### src/rtl/flash_seq_pkg.sv
package flash_seq_pkg;

  typedef enum logic [1:0] {
    OP_PROG   = 2'd0,
    OP_SERASE = 2'd1,
    OP_BERASE = 2'd2,
    OP_RSVD   = 2'd3
  } req_op_e;

  typedef enum logic [1:0] {
    ST_IDLE = 2'd0,
    ST_XFER = 2'd1,
    ST_GAP  = 2'd2
  } seq_state_e;

  typedef enum logic [1:0] {
    FR_WREN = 2'd0,
    FR_CMD  = 2'd1,
    FR_STAT = 2'd2
  } frame_kind_e;

  localparam logic [7:0] CMD_WREN   = 8'h06;
  localparam logic [7:0] CMD_PROG   = 8'h02;
  localparam logic [7:0] CMD_RDSR   = 8'h05;
  localparam logic [7:0] CMD_SERASE = 8'hD8;
  localparam logic [7:0] CMD_BERASE = 8'hC7;

  function automatic logic [7:0] opcode_of(req_op_e op);
    case (op)
      OP_PROG:   opcode_of = CMD_PROG;
      OP_SERASE: opcode_of = CMD_SERASE;
      default:   opcode_of = CMD_BERASE;
    endcase
  endfunction

endpackage

### src/rtl/flash_page_buf.sv
module flash_page_buf #(
  parameter int PAGE_BYTES = 256
) (
  input  logic                          clk,
  input  logic                          we,
  input  logic [$clog2(PAGE_BYTES)-1:0] waddr,
  input  logic [7:0]                    wdata,
  input  logic [$clog2(PAGE_BYTES)-1:0] raddr,
  output logic [7:0]                    rdata
);
  logic [7:0] mem [PAGE_BYTES];

  always_ff @(posedge clk) begin
    if (we) mem[waddr] <= wdata;
  end

  assign rdata = mem[raddr];
endmodule

### src/rtl/flash_req_check.sv
module flash_req_check
  import flash_seq_pkg::*;
#(
  parameter int PAGE_BYTES = 256
) (
  input  req_op_e                       op,
  input  logic [$clog2(PAGE_BYTES)-1:0] ofs,
  input  logic [$clog2(PAGE_BYTES):0]   len,
  output logic                          bad
);
  localparam int OFS_W = $clog2(PAGE_BYTES);
  localparam int LEN_W = OFS_W + 1;

  logic [LEN_W:0] end_pos;
  logic           len_bad;
  logic           wrap_bad;

  always_comb begin
    end_pos  = {2'b00, ofs} + {1'b0, len};
    len_bad  = (len == '0) || (len > LEN_W'(PAGE_BYTES));
    wrap_bad = end_pos > (LEN_W + 1)'(PAGE_BYTES);
    case (op)
      OP_RSVD: bad = 1'b1;
      OP_PROG: bad = len_bad || wrap_bad;
      default: bad = 1'b0;
    endcase
  end
endmodule

### src/rtl/flash_spi_shifter.sv
module flash_spi_shifter #(
  parameter int SCK_HALF = 2
) (
  input  logic       clk,
  input  logic       rst_n,
  input  logic       start,
  input  logic [7:0] din,
  input  logic       miso,
  output logic       done,
  output logic [7:0] dout,
  output logic       sck,
  output logic       mosi
);
  localparam int CNT_W = (SCK_HALF > 1) ? $clog2(SCK_HALF) : 1;

  logic             act_q, act_d;
  logic             sck_q, sck_d;
  logic             done_q, done_d;
  logic [CNT_W-1:0] cnt_q, cnt_d;
  logic [2:0]       bit_q, bit_d;
  logic [7:0]       tx_q, tx_d;
  logic [7:0]       rx_q, rx_d;
  logic             half_end;

  assign half_end = (cnt_q == CNT_W'(SCK_HALF - 1));

  always_comb begin
    act_d  = act_q;
    sck_d  = sck_q;
    cnt_d  = cnt_q;
    bit_d  = bit_q;
    tx_d   = tx_q;
    rx_d   = rx_q;
    done_d = 1'b0;
    if (!act_q) begin
      if (start) begin
        act_d = 1'b1;
        tx_d  = din;
        cnt_d = '0;
        bit_d = '0;
        sck_d = 1'b0;
      end
    end else if (half_end) begin
      cnt_d = '0;
      if (!sck_q) begin
        sck_d = 1'b1;
        rx_d  = {rx_q[6:0], miso};
      end else begin
        sck_d = 1'b0;
        if (bit_q == 3'd7) begin
          act_d  = 1'b0;
          done_d = 1'b1;
        end else begin
          tx_d  = {tx_q[6:0], 1'b0};
          bit_d = bit_q + 3'd1;
        end
      end
    end else begin
      cnt_d = cnt_q + CNT_W'(1);
    end
  end

  always_ff @(posedge clk or negedge rst_n) begin
    if (!rst_n) begin
      act_q  <= 1'b0;
      sck_q  <= 1'b0;
      done_q <= 1'b0;
      cnt_q  <= '0;
      bit_q  <= '0;
      tx_q   <= '0;
      rx_q   <= '0;
    end else begin
      act_q  <= act_d;
      sck_q  <= sck_d;
      done_q <= done_d;
      cnt_q  <= cnt_d;
      bit_q  <= bit_d;
      tx_q   <= tx_d;
      rx_q   <= rx_d;
    end
  end

  assign done = done_q;
  assign dout = rx_q;
  assign sck  = sck_q;
  assign mosi = tx_q[7];


  mosi_hold_chk: assert property (@(posedge clk) disable iff (!rst_n)
    sck_q |-> $stable(tx_q[7]));
endmodule

### src/rtl/flash_prog_seq.sv
module flash_prog_seq
  import flash_seq_pkg::*;
#(
  parameter int PAGE_BYTES = 256,
  parameter int ADDR_BYTES = 3,
  parameter int SCK_HALF   = 2,
  parameter int CS_GAP     = 4,
  parameter int MAX_POLLS  = 4096
) (
  input  logic                          clk,
  input  logic                          rst_n,
  input  logic                          buf_we,
  input  logic [$clog2(PAGE_BYTES)-1:0] buf_waddr,
  input  logic [7:0]                    buf_wdata,
  input  logic                          req_valid,
  input  logic [1:0]                    req_op,
  input  logic [ADDR_BYTES*8-1:0]       req_addr,
  input  logic [$clog2(PAGE_BYTES):0]   req_len,
  output logic                          busy,
  output logic                          done,
  output logic                          err,
  output logic                          spi_sck,
  output logic                          spi_cs_n,
  output logic                          spi_mosi,
  input  logic                          spi_miso
);
  localparam int OFS_W  = $clog2(PAGE_BYTES);
  localparam int LEN_W  = OFS_W + 1;
  localparam int AW     = ADDR_BYTES * 8;
  localparam int FL_W   = LEN_W + 1;
  localparam int POLL_W = $clog2(MAX_POLLS + 1);
  localparam int GAP_W  = $clog2(CS_GAP + 1);

  // reset: asserted asynchronously, released on a clock edge
  logic [1:0] rst_sync_q;
  logic       rst_ns;

  always_ff @(posedge clk or negedge rst_n) begin
    if (!rst_n) rst_sync_q <= 2'b00;
    else        rst_sync_q <= {rst_sync_q[0], 1'b1};
  end
  assign rst_ns = rst_sync_q[1];

  seq_state_e        state_q, state_d;
  frame_kind_e       kind_q, kind_d;
  req_op_e           op_q, op_d;
  logic [AW-1:0]     addr_q, addr_d;
  logic [LEN_W-1:0]  len_q, len_d;
  logic [FL_W-1:0]   fcnt_q, fcnt_d;
  logic [GAP_W-1:0]  gap_q, gap_d;
  logic [POLL_W-1:0] poll_q, poll_d;
  logic              wip_q, wip_d;
  logic              cs_n_q, cs_n_d;
  logic              start_q, start_d;
  logic              done_q, done_d;
  logic              err_q, err_d;

  logic              req_bad;
  logic              sh_done;
  logic [7:0]        sh_rx;
  logic [7:0]        tx_byte;
  logic [7:0]        buf_rd;
  logic [OFS_W-1:0]  buf_raddr;
  logic [FL_W-1:0]   flen;
  logic              last_byte;
  logic              gap_end;

  flash_req_check #(.PAGE_BYTES(PAGE_BYTES)) u_chk (
    .op  (req_op_e'(req_op)),
    .ofs (req_addr[OFS_W-1:0]),
    .len (req_len),
    .bad (req_bad)
  );

  flash_page_buf #(.PAGE_BYTES(PAGE_BYTES)) u_buf (
    .clk   (clk),
    .we    (buf_we),
    .waddr (buf_waddr),
    .wdata (buf_wdata),
    .raddr (buf_raddr),
    .rdata (buf_rd)
  );

  flash_spi_shifter #(.SCK_HALF(SCK_HALF)) u_sh (
    .clk   (clk),
    .rst_n (rst_ns),
    .start (start_q),
    .din   (tx_byte),
    .miso  (spi_miso),
    .done  (sh_done),
    .dout  (sh_rx),
    .sck   (spi_sck),
    .mosi  (spi_mosi)
  );

  // frame length and byte selection
  assign buf_raddr = OFS_W'(fcnt_q - FL_W'(ADDR_BYTES + 1));

  always_comb begin
    case (kind_q)
      FR_WREN: flen = FL_W'(1);
      FR_STAT: flen = FL_W'(2);
      default: begin
        case (op_q)
          OP_PROG:   flen = FL_W'(len_q) + FL_W'(ADDR_BYTES + 1);
          OP_SERASE: flen = FL_W'(ADDR_BYTES + 1);
          default:   flen = FL_W'(1);
        endcase
      end
    endcase
  end

  always_comb begin
    case (kind_q)
      FR_WREN: tx_byte = CMD_WREN;
      FR_STAT: tx_byte = (fcnt_q == '0) ? CMD_RDSR : 8'h00;
      default: begin
        if (fcnt_q == '0)
          tx_byte = opcode_of(op_q);
        else if (fcnt_q <= FL_W'(ADDR_BYTES))
          tx_byte = 8'(addr_q >> (8 * (ADDR_BYTES - int'(fcnt_q))));
        else
          tx_byte = buf_rd;
      end
    endcase
  end

  assign last_byte = (fcnt_q == flen - FL_W'(1));
  assign gap_end   = (gap_q == GAP_W'(CS_GAP - 1));

  // next-state logic
  always_comb begin
    state_d = state_q;
    kind_d  = kind_q;
    op_d    = op_q;
    addr_d  = addr_q;
    len_d   = len_q;
    fcnt_d  = fcnt_q;
    gap_d   = gap_q;
    poll_d  = poll_q;
    wip_d   = wip_q;
    cs_n_d  = cs_n_q;
    start_d = 1'b0;
    done_d  = 1'b0;
    err_d   = 1'b0;
    case (state_q)
      ST_IDLE: begin
        if (req_valid) begin
          if (req_bad) begin
            err_d = 1'b1;
          end else begin
            op_d    = req_op_e'(req_op);
            addr_d  = req_addr;
            len_d   = req_len;
            kind_d  = FR_WREN;
            poll_d  = '0;
            fcnt_d  = '0;
            cs_n_d  = 1'b0;
            start_d = 1'b1;
            state_d = ST_XFER;
          end
        end
      end
      ST_XFER: begin
        if (sh_done) begin
          if (last_byte) begin
            cs_n_d  = 1'b1;
            gap_d   = '0;
            state_d = ST_GAP;
            if (kind_q == FR_STAT) begin
              wip_d  = sh_rx[0];
              poll_d = poll_q + POLL_W'(1);
            end
          end else begin
            fcnt_d  = fcnt_q + FL_W'(1);
            start_d = 1'b1;
          end
        end
      end
      ST_GAP: begin
        if (!gap_end) begin
          gap_d = gap_q + GAP_W'(1);
        end else if (kind_q == FR_STAT && !wip_q) begin
          done_d  = 1'b1;
          state_d = ST_IDLE;
        end else if (kind_q == FR_STAT && poll_q >= POLL_W'(MAX_POLLS)) begin
          err_d   = 1'b1;
          state_d = ST_IDLE;
        end else begin
          kind_d  = (kind_q == FR_WREN) ? FR_CMD : FR_STAT;
          fcnt_d  = '0;
          cs_n_d  = 1'b0;
          start_d = 1'b1;
          state_d = ST_XFER;
        end
      end
      default: state_d = ST_IDLE;
    endcase
  end

  always_ff @(posedge clk or negedge rst_ns) begin
    if (!rst_ns) begin
      state_q <= ST_IDLE;
      kind_q  <= FR_WREN;
      op_q    <= OP_PROG;
      addr_q  <= '0;
      len_q   <= '0;
      fcnt_q  <= '0;
      gap_q   <= '0;
      poll_q  <= '0;
      wip_q   <= 1'b0;
      cs_n_q  <= 1'b1;
      start_q <= 1'b0;
      done_q  <= 1'b0;
      err_q   <= 1'b0;
    end else begin
      state_q <= state_d;
      kind_q  <= kind_d;
      op_q    <= op_d;
      addr_q  <= addr_d;
      len_q   <= len_d;
      fcnt_q  <= fcnt_d;
      gap_q   <= gap_d;
      poll_q  <= poll_d;
      wip_q   <= wip_d;
      cs_n_q  <= cs_n_d;
      start_q <= start_d;
      done_q  <= done_d;
      err_q   <= err_d;
    end
  end

  assign busy     = (state_q != ST_IDLE);
  assign done     = done_q;
  assign err      = err_q;
  assign spi_cs_n = cs_n_q;

  // chip-select high-time monitor for the gap check
  logic [15:0] hi_run_q;
  always_ff @(posedge clk or negedge rst_ns) begin
    if (!rst_ns)          hi_run_q <= '1;
    else if (!spi_cs_n)   hi_run_q <= '0;
    else if (~&hi_run_q)  hi_run_q <= hi_run_q + 16'd1;
  end


  cs_gap_chk: assert property (@(posedge clk) disable iff (!rst_ns)
    $fell(spi_cs_n) |-> (hi_run_q >= 16'(CS_GAP)));


  sck_idle_chk: assert property (@(posedge clk) disable iff (!rst_ns)
    spi_cs_n |-> !spi_sck);


  cs_only_busy_chk: assert property (@(posedge clk) disable iff (!rst_ns)
    !busy |-> spi_cs_n);


  done_err_excl_chk: assert property (@(posedge clk) disable iff (!rst_ns)
    !(done && err));


  done_pulse_chk: assert property (@(posedge clk) disable iff (!rst_ns)
    done |=> !done);


  bad_req_chk: assert property (@(posedge clk) disable iff (!rst_ns)
    (req_valid && !busy && req_bad) |=> (err && !busy));
endmodule

### config.mk
export PLATFORM = sky130hd
export DESIGN_NAME = flash_prog_seq
export DESIGN_NICKNAME = d
export VERILOG_FILES = /design/src/rtl/flash_seq_pkg.sv /design/src/rtl/flash_page_buf.sv /design/src/rtl/flash_req_check.sv /design/src/rtl/flash_spi_shifter.sv /design/src/rtl/flash_prog_seq.sv
export SDC_FILE = /design/constraint.sdc
export NUM_CORES = 2
export LEC_CHECK = 0
export ABC_CLOCK_PERIOD_IN_PS = 5290
export CORE_ASPECT_RATIO = 1.5
export CORE_MARGIN = 2
export CORE_UTILIZATION = 65
export CTS_CLUSTER_SIZE = 16
export DETAILED_ROUTE_END_ITERATION = 10
export PLACE_DENSITY = 0.82
export SETUP_SLACK_MARGIN = 0.02
export SLEW_MARGIN = 20
export SYNTH_ARGS = -nofsm -noshare
export SYNTH_HDL_FRONTEND = slang
export SYNTH_SLANG_ARGS = --single-unit
### constraint.sdc
create_clock -name clk -period 5.29 [get_ports clk]
set_input_delay 1.058 -clock clk [delete_from_list [all_inputs] [get_ports clk]]
set_output_delay 1.058 -clock clk [all_outputs]
set_load 0.02 [all_outputs]
## Yosys cells after proc, flatten, opt, wreduce, memory -nomap -nowiden

Memories as Yosys holds them, arrays and structs flattened.
Cells that the tools add are included.

- Output and inout port bits: 6
- Input bits: 56
- RAM bits: 2048
- Memories kept: 1
- Logic and storage cells: 181
- Register bits: 88

- Bitwise logic cells: 2
- Reductions and logical operators: 28
- Eq/ne operators: 21
- Shift operators: 1
- Add/subtract/negate cells: 10
- Mux-type cells: 93
- Order comparisons: 4

Memories:

| memory | depth | bits a word | read ports | clocked after Yosys merged registers in | write ports | RTL line | text |
|---|---|---|---|---|---|---|---|
| u_buf.mem | 256 | 8 | 1 | 0 | 1 | flash_page_buf.sv:11 | `logic [7:0] mem [PAGE_BYTES];` |

Operators by type and width:

| kind | number |
|---|---|
| 10-bit two-way mux | 7 |
| 13-bit two-way mux | 5 |
| 8-bit two-way mux | 7 |
| 1-bit two-way mux | 41 |
| 10-bit one-hot mux with 2 select lines | 2 |
| 8-bit one-hot mux with 2 select lines | 2 |
| 24-bit by 32-bit >> shifter with 8-bit output | 1 |
| 10-bit one-hot mux with 3 select lines | 1 |
| 3-bit two-way mux | 9 |
| 13-bit one-hot mux with 2 select lines | 1 |
| 2-bit inequality test, second input constant | 12 |
| 2-bit two-way mux | 11 |
| 8-bit AND reduction | 2 |
| 13-bit by 1-bit adder with 13-bit output, second input constant | 1 |
| 13-bit greater-or-equal comparator, second input constant | 1 |
| 4-bit AND reduction | 3 |
| 6-bit AND reduction | 2 |
| 2-bit by 10-bit subtractor with 11-bit output, first input constant | 1 |
| 10-bit by 1-bit adder with 10-bit output, second input constant | 1 |
| 8-bit by 9-bit adder with 10-bit output | 1 |
| 9-bit by 3-bit adder with 10-bit output, second input constant | 1 |
| 10-bit == test | 1 |
| 10-bit by 9-bit greater-than comparator with 1-bit output, second input constant | 1 |
| 10-bit by 2-bit <= comparator with 1-bit output, second input constant | 1 |
| 27 further kinds | 44 |

## Longest topological paths before layout

- Depth after elaboration: 8
- Depth in mapped cells: 15
- Mapped depth without buffers: 12

## By module

From an unflattened synthesis, not the netlist that was laid out.

- Cell total of the unflattened synthesis: 4317
- Area, all modules: 85349.4 µm²

By module, submodules not included:

| module | times used | area an instance (µm²) | cells an instance | seq. area each (µm²) |
|---|---|---|---|---|
| flash_page_buf | 1 | 79396.1 | 3725 | 61499.0 |
| flash_prog_seq | 1 | 4421.7 | 455 | 1803.0 |
| flash_spi_shifter | 1 | 1041.0 | 71 | 575.6 |
| flash_req_check | 1 | 490.5 | 66 | 0.0 |

## Worst setup path before layout

No wires, ideal clock.

- Path kind: register to register
- Start: register fcnt_q[2]
- End: register u_sh.tx_q[4]
- Data required time: 5.147 ns
- Period minus slack after synthesis: 3.864 ns
- Library setup time: 0.143 ns
- Path buffers: 5
- Stages on the path, launching flop included: 14
- Setup slack: 1.426 ns
- Arrival: 3.721 ns
- Path through: dfrtp_1 clkbuf_1 inv_1 ha_1 buf_2 xor2_1 buf_4 buf_2 buf_2 mux4_2 nand2_1 a21oi_1 a2111oi_0 a31oi_1

- Cells in the longest elaborated chain, start to end: 7
- Elaborated cells between the ends (all ways): 11
- Classes of those cells: 2 x add/sub; 1 x order compare; 1 x shift; 5 x mux; 1 x reduce/logical; 1 x memory

Ends and longest elaborated chain:

| element | RTL line | text |
|---|---|---|
| from (decl) | flash_prog_seq.sv:49 | `logic [FL_W-1:0] fcnt_q, fcnt_d;` |
| from (signal assigned) | flash_prog_seq.sv:222 | `fcnt_q <= fcnt_d;` |
| 8-bit by 3-bit subtractor with 8-bit output / 2-bit by 10-bit subtractor with 11-bit output (equally long branches) | flash_prog_seq.sv:97, flash_prog_seq.sv:121 |  |
| memory 256 x 8 bit / 24-bit by 32-bit >> shifter with 8-bit output (equally long branches) | - |  |
| 8-bit two-way mux | flash_prog_seq.sv:120 | `else if (fcnt_q <= FL_W'(ADDR_BYTES))` |
| 8-bit two-way mux (*) | flash_prog_seq.sv:118 | `if (fcnt_q == '0)` |
| 8-bit one-hot mux with 2 select lines (*) | flash_prog_seq.sv:114 | `case (kind_q)` |
| 8-bit two-way mux (*) | flash_spi_shifter.sv:36 | `if (start) begin` |
| 8-bit two-way mux (*) | flash_spi_shifter.sv:35 | `if (!act_q) begin` |
| to (signal assigned) | flash_spi_shifter.sv:78 | `tx_q <= tx_d;` |
| to (decl) | flash_spi_shifter.sv:21 | `logic [7:0] tx_q, tx_d;` |

Mark *: on every way between the ends. The rest lies on a longest branch, timed or not. The select of a mux whose other input is x is not followed.
A chain may end at the register's enable or synchronous reset.

## Worst setup path after layout

Same ends and word-level chain as after synthesis.

==> results.py <==
metrics = {
    "critical_path": {
        "path_common_cell": "mux4_2",
        "max_stage_delay_ns": 0.83,
        "path_cells": "inv_1 > buf_4 > ha_1 > xor2_4 > buf_12 > mux4_2 > mux4_2 > and2_1 > o21ai_0 > a31oi_1",
        "required_ns": 5.94,
        "crit_path_start_kind": "flip-flop",
        "r2r-start": "fcnt_q[2]$_DFFE_PN0P_",
        "cp-end-kind": "flip-flop",
        "arrival_ns": 5.34,
        "slowest_stage": "o21ai_0",
        "path_max_fanout": 50,
        "worst-setup-path-type": "flip-flop to flip-flop",
        "worstSetupStartpoint": "fcnt_q[2]$_DFFE_PN0P_",
    },
    "placed_design": {
        "dpl.hpwl_um": 129100,
        "gp_congestion": 0.9086,
        "portBuffers": 61,
        "dp_slack_ns": 0.3157,
    },
    "grt": {
        "grt_pass1_wl_um": 333000,
        "grt_usage": 0.3541,
        "grt_pass1_vias": 45801,
        "grt_overflow": 0,
        "grt_max_degree": 161,
        "antenna_found_initial": 19,
    },
    "floorplanning": {
        "fp.dieArea_mm2": 0.1334,
        "core_area_mm2": 0.1297,
        "die_y_um": 446.4,
        "ioPinCount": 62,
        "die_w_um": 298.9,
        "num_rows": 162,
        "start_util": 0.6537,
    },
    "logic_synthesis": {
        "synthCells": 4078,
        "synth_seq_area_share": 0.7512,
        "ys_warn_count": 0,
        "yosysUniqueCellTypes": 77,
        "synthFlopType": "edfxtp_1",
        "ys_ff_latch": 2136,
        "synth_nets": 4156,
        "synth_edf_count": 2048,
        "syn_area_per_cell_um2": 20.80,
        "async_reset_ff_frac": 0.04120,
        "netlist_area_mm2": 0.08480,
    },
    "clock_network": {
        "clk_latency_ns": 0.83,
        "clockRootBuffer": "clkbuf_16",
        "cts.sinks": 2136,
        "cts_buffer_depth": 3,
        "cts_setup_buffers": 0,
        "clk_pin_slew_ns": 0.07,
        "htreeDepth": 4,
        "numCtsBuffers": 181,
        "hold_buffers": 0,
        "cts_resized": 0,
        "tritoncts": "yes",
    },
    "routing": {
        "via_count": 45256,
        "antenna_left": 0,
        "drt_iter0_drc": 7610,
        "detail_route.vias_per_cell": 7.404,
        "routed_wl_um": 232900,
        "dr.pass1.iters": 10,
        "drc_errors": 0,
        "wl_per_cell_um": 38.11,
    },
    "outcome": {
        "status": "finished clean",
    },
    "pwr": {
        "p_per_area_mw_per_mm2": 347.8,
        "finalPower_w": 0.03273,
        "p_leak_nw": 28.77,
        "ir_worst_vdd_mv": 0.3731,
    },
    "timing": {
        "slew_headroom": 0.2506,
        "worstMarginPinSlew_ns": 1.124,
        "max_freq_mhz": 212.8,
        "hold_violations": 0,
        "setup_viol": 0,
        "post-route-min-period_ns": 4.699,
        "slew_violations": 0,
        "finClkSkew_ns": 0.02942,
        "setup_ws_ns": 0.5913,
        "fin_setup_tns_ns": 0,
        "finalCritPeriodShare": 0.8882,
        "grt_setup_unrepaired": "false",
    },
    "final_layout": {
        "drive_above_1_share": 0.2490,
        "syn_to_final_growth_pct": 10.96,
        "nets": 4308,
    },
    "min_path": {
        "hp-class": "flip-flop to asynchronous set/reset pin",
    },
    "run": {
        "cap_violations": 0,
    },
}
[per-stage QoR]
stage                     hold slack (ns)    util  cells  area (um2)
final                              0.3245  0.7254   6112       94100
after detailed placement           0.3330  0.6792   5766       88110
after CTS                          0.3361  0.7244   6097       93980
after global placement             0.3173  0.6792   5766       88110
after floorplan                    0.3312       -   4078       84800
after global routing               0.3660  0.7252   6104       94080
[final cells by class]
class / count / area, um2
Antenna cell: 12 / 30.03
Timing Repair Buffer: 206 / 2117
Sequential cell: 2136 / 63720
Inverter: 26 / 97.59
Clock inverter: 106 / 1117
Multi-Input combinational cell: 1679 / 20120
Tap cell: 1722 / 2155
Clock buffer: 225 / 4746
Fill cell: 6596 / 35630
[registers in the layout (all words and copies together), names as in the netlist, 3 cells and up]
register	count
u_sh.bit_q	3
u_sh.tx_q	8
fcnt_q	10
addr_q	24
u_buf.mem	2048
poll_q	13
gap_q	3
len_q	9
[logic make-up (layout without fill, tap and decap cells)]
logic type,after synthesis,in the layout,share of synthesized area
AOI/OAI and AO/OA,196,196,0.01517
xor gates and xnor gates,22,22,0.002449
adders and majority gates,22,22,0.003334
buffers and inverters,263,563,0.01254
DFF,2136,2136,0.7512
muxes,671,671,0.1750
other,1,13,0.00004422
and+or+nand+nor,767,767,0.04024
[layout by cell type (no fill, tap or decap), types with 6 or more instances in the layout]
master / count
nand2b_1: 9
mux4_2: 649
or3_1: 18
or4_1: 12
buf_12: 26
xnor2_1: 9
a31oi_1: 12
nor2b_1: 17
clkbuf_16: 182
mux2i_1: 16
o31ai_1: 8
o22ai_1: 9
clkinvlp_4: 10
nand3_1: 74
edfxtp_1: 2048
a22oi_1: 6
inv_6: 7
clkinv_2: 28
inv_1: 25
and2_1: 11
nand4_1: 26
buf_4: 116
nor2_1: 317
o211ai_1: 16
and3_1: 15
dfrtp_1: 83
nand2_1: 218
nor3_1: 21
ha_1: 21
a21oi_1: 43
bufinv_16: 17
clkinv_1: 32
clkbuf_1: 40
diode_2: 12
clkdlybuf4s50_1: 53
o2111ai_1: 6
clkbuf_8: 9
o21ai_0: 46
[path summary, 6_finish.rpt]
check / end / slack [ns] / depth (start not counted)
worst max-delay path: u_sh.tx_q[4]$_DFFE_PN0P_ / 0.59 / 10
worst min-delay path: u_sh.cnt_q$_DFFE_PN0P_ / 0.32 / 0
worst max register to register: u_sh.tx_q[4]$_DFFE_PN0P_ / 0.59 / 10
worst min register to register: u_sh.cnt_q$_DFFE_PN0P_ / 0.32 / 0
max in group asynchronous: len_q[4]$_DFFE_PN0P_ / 3.93 / 1
min in group clk: rst_sync_q[1]$_DFF_PN0_ / 0.37 / 0
[synth_stat cells (25+ instances only)]
| master | instances | area [um2] |
|---|---|---|
| edfxtp_1 | 2048 | 61500 |
| mux4_2 | 649 | 14620 |
| nor2_1 | 317 | 1190 |
| nand2_1 | 219 | 822.0 |
| clkbuf_1 | 153 | 574.3 |
| dfrtp_1 | 87 | 2177 |
| nand3_1 | 74 | 370.4 |
| buf_2 | 46 | 230.2 |
| o21ai_0 | 46 | 230.2 |
| a21oi_1 | 43 | 215.2 |
| buf_1 | 34 | 127.6 |
| nand4_1 | 26 | 162.7 |
| inv_1 | 25 | 93.84 |
[power breakdown]
group / internal [W] / leakage [nW] / switching (W) / total (W)
registers: 0.0185 / 19.5 / 0.0000185 / 0.0186
clock network: 0.00728 / 2.84 / 0.00635 / 0.0136
logic: 0.000104 / 6.44 / 0.000432 / 0.000536
total: 0.0259 / 28.8 / 0.00680 / 0.0327
[routing by layer]
layer	GRT usage	vias up	share of wire
li1	-	17152	-
met4	0.2283	22	0.080
met1	0.4295	23153	0.31
met5	0	-	0.00070
met2	0.5739	3962	0.50
met3	0.08809	967	0.11
[worst max-delay path: cells and delay by family (launching register included)]
family,cells,cell delay [ns]
multiplexers,2,1.25
AND/OR/NAND/NOR,1,0.18
adder cells (fa/ha/maj),1,0.43
AO/OA/AOI/OAI,2,1.09
flip-flops,1,0.47
buffers and inverters,3,0.72
XOR/XNOR,1,0.25
Note: power is estimated with default switching activity, not from simulation.
